### src/rtl/ycc_pkg.sv
package ycc_pkg;

    typedef enum logic [2:0] {
        S_IDLE,
        S_CB,
        S_Y0,
        S_CR,
        S_Y1
    } ser_state_t;

    // Component indices inside a held pixel pair; emission runs high to low.
    localparam int COMP_CB = 3;
    localparam int COMP_Y0 = 2;
    localparam int COMP_CR = 1;
    localparam int COMP_Y1 = 0;

    // Byte slot (3 = most significant) for each component, packed {Cb,Y0,Cr,Y1}.
    function automatic logic [7:0] slot_map(input logic [2:0] code);
        logic [7:0] m;
        unique case (code)
            3'd0: m = {2'd3, 2'd2, 2'd1, 2'd0};
            3'd1: m = {2'd2, 2'd3, 2'd0, 2'd1};
            3'd2: m = {2'd1, 2'd2, 2'd3, 2'd0};
            3'd3: m = {2'd2, 2'd1, 2'd0, 2'd3};
            3'd4: m = {2'd1, 2'd0, 2'd3, 2'd2};
            3'd5: m = {2'd0, 2'd1, 2'd2, 2'd3};
            3'd6: m = {2'd3, 2'd0, 2'd1, 2'd2};
            default: m = {2'd0, 2'd3, 2'd2, 2'd1};
        endcase
        return m;
    endfunction

endpackage

### src/rtl/ycc_order_decode.sv
module ycc_order_decode #(
    parameter int BYTE_W = 8
) (
    input  logic [4*BYTE_W-1:0]       word_in,
    input  logic [2:0]                code,
    input  logic                      swap,
    output logic [3:0][BYTE_W-1:0]    comp_out
);
    import ycc_pkg::*;

    localparam int NSLOT = 4;

    logic [NSLOT-1:0][BYTE_W-1:0] raw;
    logic [NSLOT-1:0][BYTE_W-1:0] slot;
    logic [7:0]                   map;

    assign raw = word_in;
    assign map = slot_map(code);

    genvar i;
    generate
        for (i = 0; i < NSLOT; i++) begin : g_swap
            assign slot[i] = swap ? raw[NSLOT-1-i] : raw[i];
        end
        for (i = 0; i < NSLOT; i++) begin : g_pick
            assign comp_out[i] = slot[map[2*i +: 2]];
        end
    endgenerate

endmodule

### src/rtl/ycc_byte_fsm.sv
module ycc_byte_fsm #(
    parameter int              BYTE_W  = 8,
    parameter logic [BYTE_W-1:0] BLANK_C = 8'h80,
    parameter logic [BYTE_W-1:0] BLANK_Y = 8'h10
) (
    input  logic                   clk,
    input  logic                   rst_n,
    input  logic                   enable,
    input  logic                   in_valid,
    input  logic [3:0][BYTE_W-1:0] comp_in,
    output logic                   in_ready,
    output logic [BYTE_W-1:0]      out_byte,
    output logic                   out_valid,
    output logic                   underrun
);
    import ycc_pkg::*;

    ser_state_t               state, state_nx;
    logic [3:0][BYTE_W-1:0]   held;
    logic                     uflag;
    logic                     take;

    // Boundary: idle or last byte of a word.
    assign in_ready = enable && ((state == S_IDLE) || (state == S_Y1));
    assign take     = in_ready;

    always_comb begin
        state_nx = state;
        unique case (state)
            S_IDLE:  state_nx = enable ? S_CB : S_IDLE;
            S_CB:    state_nx = S_Y0;
            S_Y0:    state_nx = S_CR;
            S_CR:    state_nx = S_Y1;
            S_Y1:    state_nx = enable ? S_CB : S_IDLE;
            default: state_nx = S_IDLE;
        endcase
    end

    always_ff @(posedge clk) begin
        if (!rst_n) state <= S_IDLE;
        else        state <= state_nx;
    end

    always_ff @(posedge clk) begin
        if (!rst_n) begin
            held  <= '0;
            uflag <= 1'b0;
        end else begin
            uflag <= 1'b0;
            if (take) begin
                if (in_valid) begin
                    held <= comp_in;
                end else begin
                    held[COMP_CB] <= BLANK_C;
                    held[COMP_Y0] <= BLANK_Y;
                    held[COMP_CR] <= BLANK_C;
                    held[COMP_Y1] <= BLANK_Y;
                    uflag         <= 1'b1;
                end
            end
        end
    end

    always_comb begin
        out_byte  = '0;
        out_valid = 1'b1;
        unique case (state)
            S_CB:    out_byte = held[COMP_CB];
            S_Y0:    out_byte = held[COMP_Y0];
            S_CR:    out_byte = held[COMP_CR];
            S_Y1:    out_byte = held[COMP_Y1];
            default: out_valid = 1'b0;
        endcase
    end
    assign underrun = uflag;

    assert_step_cb_R4: assert property (@(posedge clk) disable iff (!rst_n)
        (state == S_CB) |=> (state == S_Y0));
    assert_step_y0_R4: assert property (@(posedge clk) disable iff (!rst_n)
        (state == S_Y0) |=> (state == S_CR));
    assert_step_cr_R4: assert property (@(posedge clk) disable iff (!rst_n)
        (state == S_CR) |=> (state == S_Y1));
    assert_accept_R5: assert property (@(posedge clk) disable iff (!rst_n)
        (in_valid && in_ready) |=> (state == S_CB && !underrun));
    assert_hold_word_R6: assert property (@(posedge clk) disable iff (!rst_n)
        (state == S_CB || state == S_Y0 || state == S_CR) |=> $stable(held));
    assert_underrun_pulse_R7: assert property (@(posedge clk) disable iff (!rst_n)
        underrun |=> !underrun);
    assert_underrun_blank_R7: assert property (@(posedge clk) disable iff (!rst_n)
        underrun |-> (out_valid && out_byte == BLANK_C && held[COMP_Y0] == BLANK_Y));
    assert_stop_R8: assert property (@(posedge clk) disable iff (!rst_n)
        (state == S_Y1 && !enable) |=> !out_valid);

endmodule

### src/rtl/ycc422_serializer.sv
module ycc422_serializer #(
    parameter int BYTE_W = 8
) (
    input  logic                clk,
    input  logic                rst_n,
    input  logic                enable,
    input  logic [2:0]          ord_code,
    input  logic                big_endian,
    input  logic [4*BYTE_W-1:0] in_data,
    input  logic                in_valid,
    output logic                in_ready,
    output logic [BYTE_W-1:0]   out_byte,
    output logic                out_valid,
    output logic                underrun
);
    localparam logic [BYTE_W-1:0] BLANK_C = BYTE_W'(8'h80);
    localparam logic [BYTE_W-1:0] BLANK_Y = BYTE_W'(8'h10);

    logic [3:0][BYTE_W-1:0] comp;

    ycc_order_decode #(.BYTE_W(BYTE_W)) u_dec (
        .word_in  (in_data),
        .code     (ord_code),
        .swap     (big_endian),
        .comp_out (comp)
    );

    ycc_byte_fsm #(.BYTE_W(BYTE_W), .BLANK_C(BLANK_C), .BLANK_Y(BLANK_Y)) u_fsm (
        .clk       (clk),
        .rst_n     (rst_n),
        .enable    (enable),
        .in_valid  (in_valid),
        .comp_in   (comp),
        .in_ready  (in_ready),
        .out_byte  (out_byte),
        .out_valid (out_valid),
        .underrun  (underrun)
    );

endmodule

### config.mk
export PLATFORM = sky130hd
export DESIGN_NAME = ycc422_serializer
export DESIGN_NICKNAME = d
export VERILOG_FILES = /design/src/rtl/ycc_pkg.sv /design/src/rtl/ycc_order_decode.sv /design/src/rtl/ycc_byte_fsm.sv /design/src/rtl/ycc422_serializer.sv
export SDC_FILE = /design/constraint.sdc
export NUM_CORES = 1
export LEC_CHECK = 0
export BUFFER_PORTS_ARGS = -buffer_cell sky130_fd_sc_hd__buf_2
export CORE_ASPECT_RATIO = 1.2
export CORE_UTILIZATION = 44
export DETAILED_ROUTE_END_ITERATION = 10
export PLACE_DENSITY = 0.67
export SLEW_MARGIN = 10
export SYNTH_ARGS = -nofsm -noshare
export SYNTH_HDL_FRONTEND = slang
export SYNTH_SLANG_ARGS = --single-unit
### constraint.sdc
create_clock -name clk -period 2.3 [get_ports clk]
set_input_delay 0.115 -clock clk [delete_from_list [all_inputs] [get_ports clk]]
set_output_delay 0.115 -clock clk [all_outputs]
set_load 0.02 [all_outputs]
* Yosys cells after proc, flatten, opt, wreduce, memory -nomap -nowiden
Cells that the tools add are included.
Storage, ports and cells: bits in writable memories 0, logic and storage cells 46, memories 0, register bits after elaboration 36, input bits 40, ROM bits 0, bits in latches 0
Cells by class: divide/modulo/power cells 0, multiplexer cells 19, equal/unequal tests 10, shifts and indexed selects 0, magnitude comparators 4, multiply operators 0, bitwise operators 0, $add $sub $neg 0, reductions and logical operators 7
Operator list (number):
- binary-select mux 8 bit (select 2 bit) | 4
- 2-to-1 mux 8 bit | 8
- one-hot mux 8 bit (7 select lines) | 1
- 2-to-1 mux 32 bit | 1
- one-hot mux 8 bit (4 select lines) | 1
- == test 3 x 2 -> 1 bit, second input constant | 4
- == test 3 bit, second input constant | 4
- < comparator 2 x 3 -> 1 bit, second input constant | 4
- one-hot mux 3 bit (4 select lines) | 1
- == test 3 x 1 -> 1 bit, second input constant | 2
- zero test 3 bit | 2
- OR reduction 4 bit | 1
- 2-to-1 mux 1 bit | 3
- AND reduction 2 bit | 1
- OR reduction 2 bit | 1
- logical AND 1 bit | 1
- logical OR 1 bit | 1

* Logic depth before layout (Yosys ltp)
word-level depth 5, mapped depth 7, depth with buffers taken out 4

* Hierarchy
A second synthesis with hierarchy kept.
Second synthesis, totals: cells, all modules 299, area total of the unflattened synthesis 2763.9 um^2
By module, submodules not included:
- ycc_byte_fsm | area each 1642.8 um^2, instances 1, cells an instance 189, seq. area each 720.7 um^2
- ycc_order_decode | area each 1121.1 um^2, instances 1, cells an instance 110, seq. area each 0.0 um^2

* Worst setup path after synthesis
No wires, ideal clock.
path kind reg2reg, start reg u_fsm.state[1], end reg u_fsm.held[23] (netlist name), data required time 2.163 ns, path slack 0.918 ns, arrival time 1.246 ns, library setup time 0.137 ns, buffers on the path 3, cell stages (with the launch flop) 8, period minus slack after synthesis 1.382 ns, cell sequence dfxtp_1 -> buf_2 -> nor3b_2 -> buf_2 -> nor2_2 -> buf_2 -> nand2_1 -> o221ai_1
Between the ends: longest elaborated chain between the ends 3
RTL lines:
- start: declaration | line ycc_byte_fsm.sv:18 | ser_state_t state, state_nx;
- start signal: assignment | line ycc_byte_fsm.sv:41 | else state <= state_nx;
- == test 3 bit or zero test 3 bit (tied branches) | line ycc_byte_fsm.sv:24 | assign in_ready = enable && ((state == S_IDLE) || (state == S_Y1));
- logical OR 1 bit (*) | line ycc_byte_fsm.sv:24
- logical AND 1 bit (*) | line ycc_byte_fsm.sv:24
- via in_ready | line ycc422_serializer.sv:11 | output logic in_ready,
- end signal: assignment | line ycc_byte_fsm.sv:52 | held <= comp_in;
- end: declaration | line ycc_byte_fsm.sv:19 | logic [3:0][BYTE_W-1:0] held;
Mark *: on every way through the listed nets, which the timed path passes. The rest lies on a longest branch. A chain may end at the register's enable or synchronous reset.

* Final worst setup path
start reg u_fsm.state[1], end out out_byte[0]
Between the ends: longest elaborated chain between the ends 2
RTL lines:
- == test 3 bit, or another cell as far along | line ycc_byte_fsm.sv:67 | unique case (state)
- one-hot mux 8 bit (4 select lines) (*) | line ycc_byte_fsm.sv:67
- end: declaration | line ycc422_serializer.sv:12 | output logic [BYTE_W-1:0] out_byte,
Mark *: on every way between the ends. The rest lies on a longest branch, timed or not.

==> metrics <==
number of antenna-violating nets in the routed design 0; number of instances resized during post-cts repair 0; combined global-route utilization of all metal layers 21.9%; proportion of synthesized chip area in sequential cells 31.2%; minimum clock period 2.13 ns; setup violation total in the final timing report 0; first-pass GRT wire length 9.03 mm; number of warning messages in the yosys log 0; count of H-tree levels built during CTS 2; DP Cell Count 340; GP Congestion 0.745; Starting Density 46.5%; Hold Violations, Final 0; number of buffers on the longest clock path 2; Setup Total Neg Slack 0 ns; type of destination of the critical path output port; kind of cell adding the most delay to the critical path flip-flops; final standard cell count with taps included and fillers excluded 348; Die Outline Area 0.00555 mm^2; Peak VDD IR 289 uV; PD cells 585 mW/mm^2; Max Clk Rate 470 MHz; total CTS buffers 5; skew final 0.00347 ns; Area Growth Syn to Fin 14.4%; RSZ-0062 raised after global routing no; Die X 68.2 um; number of fill cells 495; Post-DP HPWL 4.07 mm; clock latency on the worst-skew pair 0.29 ns; type of the setup path with the least slack reg -> out; cell accounting for the most synthesized area dfxtp_1; number of input and output port buffers inserted 50; post-detailed-route DRC marker count 0; Setup WS post-layout 0.172 ns; Data arrival, critical path 2.01 ns; amount of wire on met3 after detailed routing 281 um; Total Nets Final 327; Hold WC Path Type in -> reg; FP Rows 28; via density per instance 5.96; transition time at the pin with the least slew margin 1.07 ns; kind of start point of the critical path flip-flop; Die Y 81.4 um; max cap viols 0; commonest non-fill, non-tap cells in the layout buf_2, mux2i_1, nand2_1; fin. max-slew vios 0; core box area 0.00497 mm^2; sum of routed wire segments on met1 2.49 mm; first-pass detailed-route iteration total 4; via count of the first global-routing pass 1970; Crit path buffers/inverters 1; number of ports placed on the die boundary 51; number of inserted diodes 0; clock slew at reported path FFs 0.07 ns; pin count of the biggest net entering global routing 29; routed wire length per instance 16.0 um; Finished Core Util 53.1%; Area contributors post-synth dfxtp_1, mux2i_1, mux2_2; Rel. slew slack 28.6%; hold-fix buffer count after cts 0; chain of cells forming the critical path nor2b_1, a22oi_1, o22ai_1, buf_2; detailed-route wire length 5.57 mm; share of layout cells above drive strength 1 34.4%; peak per-stage delay on the critical path 0.58 ns; Leak Pwr 1.10 nW; crit share post-route 92.5%; total overflow reported by the global router 0; total clock sinks 36; Synth Cell Area 0.00231 mm^2; result of the run finished, final reports clean; initial antenna violation count 0; number of synthesized register bits 36; met2 WL post-DR 2.65 mm; post-synth net total 285; commonest non-fill, non-tap cell in the layout buf_2; pre-CTS setup slack 0.439 ns; clock root cell clkbuf_8; highest metal used met4; slowest stage cell, crit path dfxtp_1; number of instances in the synthesized netlist 245; total vias in the final route 2073; average cell area after synthesis 9.43 um^2; violation count after the first detailed-route iteration 63; CTS tree yes; required time reported for the critical path endpoint 2.18 ns; Post-CTS Setup Repair Bufs 0; crit path max fanout 11; Yosys top cell area share 31.2%; Distinct cells, synth 31
==> state kept, by name (all words and copies together), names as in the netlist <==
name and flops:
u_fsm.held 32, u_fsm.state 3, u_fsm.underrun 1
==> path summary, 6_finish.rpt <==
check / from / end / slack, ns / cells past startpoint
max: u_fsm.state[1] / out_byte[0] / 0.17 / 4
min: in_valid / u_fsm.underrun / 0.06 / 2
max reg2reg: u_fsm.state[1] / u_fsm.held[13] / 0.44 / 4
min reg2reg: u_fsm.held[27] / u_fsm.held[27] / 0.46 / 2
==> synthesized netlist by cell type <==
cell	n
mux2i_1	41
nand2_1	37
dfxtp_1	36
o221ai_1	28
mux2_2	27
buf_2	11
o21ai_0	10
a22oi_1	8
o22ai_1	8
buf_6	4
nor2_1	4
clkbuf_1	3
nand2_2	3
xnor2_1	3
a221oi_1	2
a31oi_1	2
nand2b_1	2
nor2b_1	2
nor3_1	2
a2111oi_0	1
and3_2	1
buf_1	1
buf_4	1
inv_1	1
inv_2	1
nand2b_2	1
nor2_2	1
nor3b_1	1
nor3b_2	1
xor2_1	1
xor2_2	1
==> area by class of cell <==
type                    count  area [um^2]  area share [%]
multi-input cells         187         1460            55.2
inverters                   2         7.51           0.284
clock buffers               6         82.6            3.12
well taps                  60         75.1            2.84
flip-flops and latches     36          721            27.3
clock inverters             2         10.0           0.379
repair buffers             55          288            10.9
==> logic make-up after synthesis <==
family / Yosys count / share of synthesized area (%)
flip-flops: 36 / 31.2
multiplexers: 68 / 30.9
AO/OA/AOI/OAI: 59 / 19.2
XOR/XNOR: 5 / 2.22
AND/OR/NAND/NOR: 55 / 10.8
buffers and inverters: 22 / 5.63
==> per-layer routing <==
layer,global-route usage (%),vias to the layer above
met2,36.2,65
li1,-,1011
met3,4.49,12
met5,0,-
met1,27.3,985
met4,8.96,0
==> power by group <==
part	total, mW	switching (mW)	internal, mW
clock network	0.466	0.227	0.239
logic	0.382	0.214	0.168
registers	0.700	0.0300	0.670
total	1.55	0.471	1.08
==> stage by stage <==
step	hold WS [ns]	power, mW	area, um^2
2_1_floorplan	0.191	0.987	2310
3_5_place_dp	0.360	1.09	2550
6_report	0.0617	1.55	2640
4_1_cts	0.0497	1.56	2640
5_1_grt	0.0573	1.62	2640
3_3_place_gp	0.355	1.09	2550
==> worst register-to-register path: stages (launching register included) <==
cell and delay [ns]:
dfxtp_1 0.58, nor3b_2 0.11, nor2_2 0.82, nand2_1 0.17, o221ai_1 0.11
Note: power is estimated with default switching activity, not from simulation.
